`config.mk`:
```
export PLATFORM = sky130hd
export DESIGN_NAME = rstseq_top
export DESIGN_NICKNAME = d
export VERILOG_FILES = /design/src/rtl/rstseq_pkg.sv /design/src/rtl/rstseq_datapath.sv /design/src/rtl/rstseq_ctrl.sv /design/src/rtl/rstseq_top.sv
export SDC_FILE = /design/constraint.sdc
export NUM_CORES = 1
export LEC_CHECK = 0
export ABC_AREA = 1
export BUFFER_PORTS_ARGS = -buffer_cell sky130_fd_sc_hd__clkbuf_2
export CORE_AREA = 5 5 62 64
export DETAILED_ROUTE_END_ITERATION = 10
export DIE_AREA = 0 0 67 69
export GPL_TIMING_DRIVEN = 0
export PLACE_DENSITY_LB_ADDON = 0.3
export SLEW_MARGIN = 40
export SYNTH_ARGS = -nofsm -noshare
export SYNTH_HDL_FRONTEND = slang
export SYNTH_SLANG_ARGS = --single-unit
```
`constraint.sdc`:
```
create_clock -name clk -period 3.9 [get_ports clk]
set_input_delay 0.78 -clock clk [delete_from_list [all_inputs] [get_ports clk]]
set_output_delay 0.78 -clock clk [all_outputs]
set_load 0.01 [all_outputs]
```
`src/rtl/rstseq_pkg.sv`:
```
package rstseq_pkg;
  typedef enum logic [2:0] {
    PH_RUN, PH_ACTIVE, PH_DELAY, PH_PLL, PH_FETCH
  } phase_e;

  typedef enum logic [1:0] {
    SRC_EXT, SRC_LVD, SRC_WDG, SRC_ILL
  } src_e;

  typedef struct packed {
    logic cntClr;
    logic cntInc;
    logic maskExt;
  } seq_strobe_t;
endpackage

```
`src/rtl/rstseq_datapath.sv`:
```
module rstseq_datapath
  import rstseq_pkg::*;
#(
  parameter int MIN_IN_CYCLES = 4,
  parameter int SYNC_STAGES   = 2,
  parameter int CNT_W         = 9
) (
  input  logic              clk,
  input  logic              porN,
  input  logic              extPinIn,
  input  seq_strobe_t       strobe,
  output logic              extTrig,
  output logic              extHigh,
  output logic [CNT_W-1:0]  phaseCnt
);
  localparam int LOW_W = $clog2(MIN_IN_CYCLES + 1);
  localparam logic [LOW_W-1:0] LOW_MAX  = LOW_W'(MIN_IN_CYCLES);
  localparam logic [LOW_W-1:0] LOW_TRIG = LOW_W'(MIN_IN_CYCLES - 1);

  logic [SYNC_STAGES-1:0] syncQ;
  logic [LOW_W-1:0]       lowCnt;
  logic                   pinSync;

  // synchroniser chain, one flop per stage
  always_ff @(posedge clk or negedge porN) begin
    if (!porN) syncQ[0] <= 1'b1;
    else       syncQ[0] <= extPinIn;
  end
  for (genvar s = 1; s < SYNC_STAGES; s++) begin : g_sync
    always_ff @(posedge clk or negedge porN) begin
      if (!porN) syncQ[s] <= 1'b1;
      else       syncQ[s] <= syncQ[s-1];
    end
  end
  assign pinSync = syncQ[SYNC_STAGES-1];

  // width filter: consecutive low samples, saturating
  always_ff @(posedge clk or negedge porN) begin
    if (!porN)               lowCnt <= '0;
    else if (strobe.maskExt) lowCnt <= '0;
    else if (!pinSync)       lowCnt <= (lowCnt == LOW_MAX) ? lowCnt : lowCnt + 1'b1;
    else                     lowCnt <= '0;
  end

  assign extTrig = !strobe.maskExt && !pinSync && (lowCnt == LOW_TRIG);
  assign extHigh = pinSync;

  // shared phase counter
  always_ff @(posedge clk or negedge porN) begin
    if (!porN)              phaseCnt <= '0;
    else if (strobe.cntClr) phaseCnt <= '0;
    else if (strobe.cntInc) phaseCnt <= phaseCnt + 1'b1;
  end

  // a masked cycle leaves the filter empty
  a_r9_mask_clears: assert property (@(posedge clk) disable iff (!porN)
    $past(strobe.maskExt) |-> lowCnt == '0);
  // the filter never counts past its threshold
  a_r3_filter_bound: assert property (@(posedge clk) disable iff (!porN)
    lowCnt <= LOW_MAX);
endmodule

```
`src/rtl/rstseq_ctrl.sv`:
```
module rstseq_ctrl
  import rstseq_pkg::*;
#(
  parameter int          MIN_OUT_CYCLES = 16,
  parameter int          DELAY_CYCLES   = 256,
  parameter int          PLL_CYCLES     = 32,
  parameter int          ADDR_W         = 16,
  parameter logic [15:0] RESET_VECTOR   = 16'hFFFE,
  parameter int          CNT_W          = 9
) (
  input  logic              clk,
  input  logic              porN,
  input  logic              extTrig,
  input  logic              extHigh,
  input  logic              lvdFlag,
  input  logic              wdgUnderflow,
  input  logic              illegalOp,
  input  logic              pllEnable,
  input  logic [CNT_W-1:0]  phaseCnt,
  output seq_strobe_t       strobe,
  output logic              pinDriveLow,
  output logic              inRun,
  output logic              inDelay,
  output logic              inFetch,
  output logic [ADDR_W-1:0] fetchAddr
);
  localparam logic [CNT_W-1:0] OUT_LAST   = CNT_W'(MIN_OUT_CYCLES - 1);
  localparam logic [CNT_W-1:0] DELAY_LAST = CNT_W'(DELAY_CYCLES - 1);
  localparam logic [CNT_W-1:0] PLL_LAST   = CNT_W'(PLL_CYCLES - 1);
  localparam logic [CNT_W-1:0] FETCH_LAST = CNT_W'(1);

  phase_e phaseQ, phaseN;
  src_e   srcQ, srcN;
  logic   anyTrig, activeDone;

  assign anyTrig = lvdFlag | extTrig | wdgUnderflow | illegalOp;

  always_comb begin
    unique case (srcQ)
      SRC_LVD: activeDone = !lvdFlag;
      SRC_EXT: activeDone = extHigh;
      default: activeDone = (phaseCnt == OUT_LAST);
    endcase
  end

  always_comb begin
    phaseN        = phaseQ;
    srcN          = srcQ;
    strobe.cntClr = 1'b0;
    strobe.cntInc = 1'b0;
    if (anyTrig) begin
      phaseN        = PH_ACTIVE;
      strobe.cntClr = 1'b1;
      if (lvdFlag)           srcN = SRC_LVD;
      else if (extTrig)      srcN = SRC_EXT;
      else if (wdgUnderflow) srcN = SRC_WDG;
      else                   srcN = SRC_ILL;
    end else begin
      unique case (phaseQ)
        PH_ACTIVE: begin
          if (activeDone) begin phaseN = PH_DELAY; strobe.cntClr = 1'b1; end
          else strobe.cntInc = 1'b1;
        end
        PH_DELAY: begin
          if (phaseCnt == DELAY_LAST) begin
            phaseN = pllEnable ? PH_PLL : PH_FETCH;
            strobe.cntClr = 1'b1;
          end else strobe.cntInc = 1'b1;
        end
        PH_PLL: begin
          if (phaseCnt == PLL_LAST) begin phaseN = PH_FETCH; strobe.cntClr = 1'b1; end
          else strobe.cntInc = 1'b1;
        end
        PH_FETCH: begin
          if (phaseCnt == FETCH_LAST) begin phaseN = PH_RUN; strobe.cntClr = 1'b1; end
          else strobe.cntInc = 1'b1;
        end
        default: phaseN = PH_RUN;
      endcase
    end
  end

  always_ff @(posedge clk or negedge porN) begin
    if (!porN) begin
      phaseQ <= PH_DELAY;
      srcQ   <= SRC_EXT;
    end else begin
      phaseQ <= phaseN;
      srcQ   <= srcN;
    end
  end

  assign pinDriveLow   = (phaseQ == PH_ACTIVE && srcQ != SRC_EXT) ||
                         phaseQ == PH_DELAY || phaseQ == PH_PLL;
  assign strobe.maskExt = pinDriveLow;
  assign inRun   = (phaseQ == PH_RUN);
  assign inDelay = (phaseQ == PH_DELAY);
  assign inFetch = (phaseQ == PH_FETCH);
  assign fetchAddr = inFetch ? {RESET_VECTOR[ADDR_W-1:1], phaseCnt[0]} : '0;

  // running stays running without a cause
  a_r1_run_hold: assert property (@(posedge clk) disable iff (!porN)
    (phaseQ == PH_RUN && !anyTrig) |=> phaseQ == PH_RUN);
  // low vector byte is followed by the high one
  a_r2_vec_order: assert property (@(posedge clk) disable iff (!porN)
    (inFetch && phaseCnt == '0 && !anyTrig) |=> (inFetch && fetchAddr == (RESET_VECTOR | 16'h1)));
  // internal causes keep the active phase for the minimum width
  a_r6_min_out: assert property (@(posedge clk) disable iff (!porN)
    (phaseQ == PH_ACTIVE && (srcQ == SRC_WDG || srcQ == SRC_ILL) &&
     phaseCnt != OUT_LAST && !anyTrig) |=> (phaseQ == PH_ACTIVE && pinDriveLow));
  // fetch is entered only from a cycle with the pin held low
  a_r7_fetch_after_low: assert property (@(posedge clk) disable iff (!porN)
    (inFetch && $past(phaseQ) != PH_FETCH) |-> $past(pinDriveLow));
  // PLL wait follows the delay when enabled
  a_r8_pll_wait: assert property (@(posedge clk) disable iff (!porN)
    (inDelay && phaseCnt == DELAY_LAST && pllEnable && !anyTrig) |=> phaseQ == PH_PLL);
  // any cause restarts the active phase
  a_r9_restart: assert property (@(posedge clk) disable iff (!porN)
    anyTrig |=> (phaseQ == PH_ACTIVE && phaseCnt == '0));
endmodule

```
`src/rtl/rstseq_top.sv`:
```
module rstseq_top
  import rstseq_pkg::*;
#(
  parameter int          MIN_IN_CYCLES  = 4,
  parameter int          MIN_OUT_CYCLES = 16,
  parameter int          DELAY_CYCLES   = 256,
  parameter int          PLL_CYCLES     = 32,
  parameter int          SYNC_STAGES    = 2,
  parameter int          ADDR_W         = 16,
  parameter logic [15:0] RESET_VECTOR   = 16'hFFFE
) (
  input  logic              clk,
  input  logic              porN,
  input  logic              extPinIn,
  input  logic              lvdFlag,
  input  logic              wdgUnderflow,
  input  logic              illegalOp,
  input  logic              pllEnable,
  output logic              pinDriveLow,
  output logic              inRun,
  output logic              inDelay,
  output logic              inFetch,
  output logic [ADDR_W-1:0] fetchAddr
);
  localparam int MAX_A = (DELAY_CYCLES > PLL_CYCLES) ? DELAY_CYCLES : PLL_CYCLES;
  localparam int MAX_V = (MAX_A > MIN_OUT_CYCLES) ? MAX_A : MIN_OUT_CYCLES;
  localparam int CNT_W = $clog2(MAX_V + 1);

  seq_strobe_t      strobe;
  logic             extTrig, extHigh;
  logic [CNT_W-1:0] phaseCnt;

  rstseq_datapath #(
    .MIN_IN_CYCLES(MIN_IN_CYCLES), .SYNC_STAGES(SYNC_STAGES), .CNT_W(CNT_W)
  ) datapath_i (
    .clk(clk), .porN(porN), .extPinIn(extPinIn), .strobe(strobe),
    .extTrig(extTrig), .extHigh(extHigh), .phaseCnt(phaseCnt)
  );

  rstseq_ctrl #(
    .MIN_OUT_CYCLES(MIN_OUT_CYCLES), .DELAY_CYCLES(DELAY_CYCLES),
    .PLL_CYCLES(PLL_CYCLES), .ADDR_W(ADDR_W), .RESET_VECTOR(RESET_VECTOR), .CNT_W(CNT_W)
  ) ctrl_i (
    .clk(clk), .porN(porN), .extTrig(extTrig), .extHigh(extHigh),
    .lvdFlag(lvdFlag), .wdgUnderflow(wdgUnderflow), .illegalOp(illegalOp),
    .pllEnable(pllEnable), .phaseCnt(phaseCnt), .strobe(strobe),
    .pinDriveLow(pinDriveLow), .inRun(inRun), .inDelay(inDelay),
    .inFetch(inFetch), .fetchAddr(fetchAddr)
  );
endmodule

```
* Yosys cells after proc, flatten, opt, wreduce, memory -nomap -nowiden
Cells that the tools add are included.
** Cells by class
- Reductions and logical operators :: 13
- Equal/unequal tests :: 16
- Bitwise logic cells :: 3
- Muxes and demuxes :: 28
- Add/sub/neg operators :: 2
** Operators with widths (number)
- 3-bit two-way mux :: 9
- 9-bit two-way mux :: 2
- 16-bit two-way mux :: 1
- 3-bit one-hot mux with 4 select lines :: 1
- 1-bit two-way mux :: 11
- 9-bit by 1-bit adder with 9-bit output, second input constant :: 1
- 3-bit by 2-bit equality test with 1-bit output, second input constant :: 3
- 9-bit by 1-bit equality test with 1-bit output, second input constant :: 1
- 9-bit by 4-bit equality test with 1-bit output, second input constant :: 1
- 9-bit by 5-bit equality test with 1-bit output, second input constant :: 1
- 9-bit by 8-bit equality test with 1-bit output, second input constant :: 1
- 3-bit by 1-bit != test with 1-bit output, second input constant :: 3
- 2-bit one-hot mux with 4 select lines :: 1
- 3-bit equality test, second input constant :: 2
- 2-bit two-way mux :: 2
- 4-bit AND reduction :: 1
- 2-bit nonzero test :: 2
- 3-bit by 1-bit adder with 3-bit output, second input constant :: 1
- 3-bit by 1-bit equality test with 1-bit output, second input constant :: 1
- 1-bit logical AND :: 3
- 1-bit logical NOT :: 3
- 3-bit logical NOT :: 1
- 3-bit by 2-bit != test with 1-bit output, second input constant :: 1
- 3-bit != test, second input constant :: 1
- 5 further kinds :: 8
** Word-level totals
- Bits of input ports :: 7
- Output and inout port bits :: 20
- Register bits :: 19

* Logic depth before layout (Yosys ltp)
- Depth after elaboration :: 13
- Gate-level depth with buffers :: 11

* Cells and area by module
From an unflattened synthesis, not the netlist that was laid out.
** Second synthesis, totals
- Cells, all modules :: 195
- Area total of the unflattened synthesis :: 1382.6 sq um
** By module, submodules not included
- rstseq_datapath :: instances 1, cells an instance 86, area each 740.7 sq um, seq. area each 352.8 sq um
- rstseq_ctrl :: instances 1, cells an instance 109, area each 641.9 sq um, seq. area each 126.4 sq um

* Worst setup path before layout
Ideal clock, no wire load.
- Path type :: register -> output
- Start point :: register ctrl_i.phaseQ[0]
- End point :: output fetchAddr[10]
- Data arrival time :: 1.263 ns
- Stages on the path, launching flop included :: 5
- Required time :: 3.120 ns
- Slack :: 1.857 ns
- Path through :: dfrtp_1 inv_1 nand2_1 nor2_2 buf_4
** On the way
- Cells in the longest elaborated chain, start to end :: 2
** RTL lines
- start, declared :: RTL line rstseq_ctrl.sv:32 : phase_e phaseQ, phaseN;
- start signal, assigned :: RTL line rstseq_ctrl.sv:88 : phaseQ <= phaseN;
- 3-bit equality test :: RTL line rstseq_ctrl.sv:98 : assign inFetch = (phaseQ == PH_FETCH);
- named net inFetch :: RTL line rstseq_top.sv:22 : output logic inFetch,
- 16-bit two-way mux :: RTL line rstseq_ctrl.sv:99 : assign fetchAddr = inFetch ? {RESET_VECTOR[ADDR_W-1:1], phaseCnt[0]} : '0;
- end, declared :: RTL line rstseq_top.sv:23 : output logic [ADDR_W-1:0] fetchAddr
The timed path passes the listed nets, and every way through them passes these cells.

* Worst setup path in the final report
- Start point :: register ctrl_i.phaseQ[0]
- End point :: output fetchAddr[1]
** On the way
- Cells in the longest elaborated chain, start to end :: 2
** RTL lines (RTL line)
- 3-bit equality test :: rstseq_ctrl.sv:98
- 16-bit two-way mux :: rstseq_ctrl.sv:99
No other way between the ends.

==> results by group <==
Setup path
  • Crit path largest cell delay: about 0.57 ns
  • Crit path max fanout: 19
  • Critical Path Source Type: flip-flop
  • Critical Path RT: 3.12 ns
  • Slowest CP cell: nor2_2
  • Crit-path cells: inv_1 -> nand2_1 -> nor2_2 -> buf_4 -> clkbuf_2
  • Setup crit end kind: output pin
  • Buf/Inv on CP: 3
  • Critical path's top delay family: simple AND/OR/NAND/NOR gates
  • CP arrival: about 1.8 ns
  • CP Class: flip-flop to output pin

Timing
  • Slew Viols, Final: 0
  • Fin crit share: approximately two thirds
  • Least-Margin Pin Slew: between 0.7 and 0.8 ns
  • RSZ-0062 raised after global routing: false
  • Worst Skew: roughly 0.0021 ns
  • Worst slew margin: around half
  • Final setup vio count: 0
  • Setup TNS: 0 ns
  • Hold Violations, Final: 0
  • Tmin final: approximately 2.6 ns
  • F_max: a little under 0.4 GHz

Synthesis
  • Netlist cell types: 26
  • Synthesized area: roughly 0.0014 mm^2
  • Cells after Synth: 190
  • Syn Area/Cell: ~7.4 um^2
  • Yosys top cell area share: between 20% and 30%
  • #FFs+latches synth: 19
  • Top cells by area, synth: dfrtp_1 (28%), nand2_1 (12%), buf_4 (8.0%)
  • Seq/Total Area, Yosys: 34.1%
  • Ys flop type: dfrtp_1
  • Count leader, synth: nand2_1
  • Post-synth top cells: nand2_1 (44), inv_1 (25), nor2_1 (21), dfrtp_1 (16), buf_4 (15)
  • Yosys top cell by area: dfrtp_1
  • FFs w/ async S/R, synth: 100%
  • Post-Syn Nets: just over 200
  • Synth warnings: 0
  • Post-synth EDFFs: 0

Worst hold path
  • HP Class: flip-flop to flip-flop

Drt
  • # DRC: 0
  • Per-cell routed wire length: approximately 10 um
  • Initial DRC count: 23
  • Via/cell ratio: between 4 and 5
  • Detailed Routing Iterations Pass 1: 4
  • ANT nets after route: 0
  • Final WL: about 2.8 mm
  • Vias after detailed routing: about 1200

Floorplan
  • Die width: 67 um
  • I/O Pins: 27
  • Core area: roughly 0.0032 mm^2
  • # rows: 21
  • Die Span Y: roughly 69 um
  • Initial Util: 43.5%
  • Die area: approximately 0.0046 mm^2

Place
  • Count of port buffers added during placement: 26
  • HPWL after DPL: roughly 2.2 mm
  • Final GP Congestion: 0.800

Clocking
  • CTS Sinks: 19
  • Clk slew on worst S/H paths: around 0.12 ns
  • CTS tree: built
  • Maximum clock insertion buffer count: 2
  • Post-cts sizing count: 0
  • CTS H-tree lvls: 1
  • Clock buffer count from CTS: 3
  • Number of buffers inserted by hold repair at cts: 0
  • Clock Tree Root: clkbuf_4
  • Setup bufs post-CTS: 0
  • Clock Latency Late Sink: ~0.3 ns

Finish
  • Final nets: ~230
  • Share of cells above drive strength 1: approximately a third
  • Post-layout util: approximately half
  • Filler cell count: approximately 330
  • Area grow syn2layout: 15.3%
  • Diode count: 0

Power
  • Power Dens Cells: 227 mW/mm^2
  • Leakage power: roughly 0.89 nW
  • VDD IR max: 182 uV
  • Final Total Pwr: around 370 uW

Job
  • Max_cap viols: 0

Global routing
  • Number of global-route vias before repair: slightly above 1000
  • GR Util All Layers: 12.5%
  • GRT overflow: 0
  • Largest net degree at the start of global routing: 20
  • First-pass GRT wire length: roughly 4.5 mm
  • Initial antenna violation count: 0

Run status
  • Outcome: finished clean
metal layers:
layer | part of all wire [%] | global-route usage (%)
met1 | 49 | 17.2
met2 | 43 | 18.1
met3 | 5.7 | 2.27
met4 | 2.4 | 6.76
met5 | 0 | 0
final timing paths:
kind / startpoint / to / slack (ns) / cells past startpoint
hold reg to reg: datapath_i.syncQ[0] / datapath_i.extHigh / 0.36 / 0
min in group asynchronous: porN / datapath_i.lowCnt[1] / 0.41 / 1
hold / removal: datapath_i.syncQ[0] / datapath_i.extHigh / 0.36 / 0
setup / recovery: ctrl_i.phaseQ[0] / fetchAddr[1] / 1.32 / 5
setup reg to reg: datapath_i.phaseCnt[0] / datapath_i.phaseCnt[2] / 1.82 / 10
max in group asynchronous: porN / datapath_i.extHigh / 3.14 / 1
worst register-to-register path, cell delays in order (launching register included):
cell	delay (ns)
dfrtp_1	0.43
ha_1	0.24
nand3_2	0.16
nor4_1	0.25
ha_1	0.23
nor2_1	0.08
a21oi_4	0.13
nand3_2	0.11
buf_6	0.16
a21oi_1	0.12
nor2_1	0.06
flip-flops by register name, summed over array words and instances, names as in the netlist:
name and flops:
ctrl_i.srcQ 2, ctrl_i.phaseQ 3, datapath_i.syncQ 1, datapath_i.lowCnt 3, datapath_i.extHigh 1, datapath_i.phaseCnt 9
layout make-up:
| cell class | instances | area (um^2) | area share (%) |
|---|---|---|---|
| multi-input cells | 124 | 686 | 42.3 |
| flip-flops and latches | 19 | 479 | 29.6 |
| repair buffers | 26 | 130 | 8.03 |
| plain buffers | 16 | 124 | 7.64 |
| inverters | 31 | 116 | 7.18 |
| well taps | 46 | 57.6 | 3.55 |
| clock buffers | 3 | 22.5 | 1.39 |
| clock inverters | 1 | 5.00 | 0.309 |
layout by cell type (no fill, tap or decap), types with 3 or more instances in the layout:
cell,instances
a21oi_1,10
buf_4,15
clkbuf_2,26
dfrtp_1,16
inv_1,25
nor2_2,4
nand2_2,3
inv_2,5
ha_1,6
nor2_1,21
nand3_1,9
nand3_2,3
nand4_1,7
dfstp_2,3
clkbuf_4,3
nor3_1,3
xor2_1,4
nand2_1,44
cell families after synthesis:
family          after synthesis  share of synthesized area (%)
compound gates               14                           5.97
flops                        19                           34.1
xor+xnor                      4                           2.49
fa+ha+maj                     6                           5.34
buf+inv                      47                           17.1
simple gates                100                           35.0
where the power goes:
group / internal, mW / switching (mW)
logic: 0.0190 / 0.0391
registers: 0.202 / 0.00273
clock network: 0.0383 / 0.0662
stage by stage:
step	cell area [um^2]	hold WS, ns	setup WS (ns)	cells
3_3_place_gp	1590	0.347	1.65	262
5_1_grt	1620	0.373	1.11	266
4_1_cts	1620	0.365	1.27	266
6_report	1620	0.364	1.32	266
3_5_place_dp	1590	0.347	1.63	262
2_1_floorplan	1410	0.345	1.86	190
No activity file was read; power rests on OpenSTA's default activity.
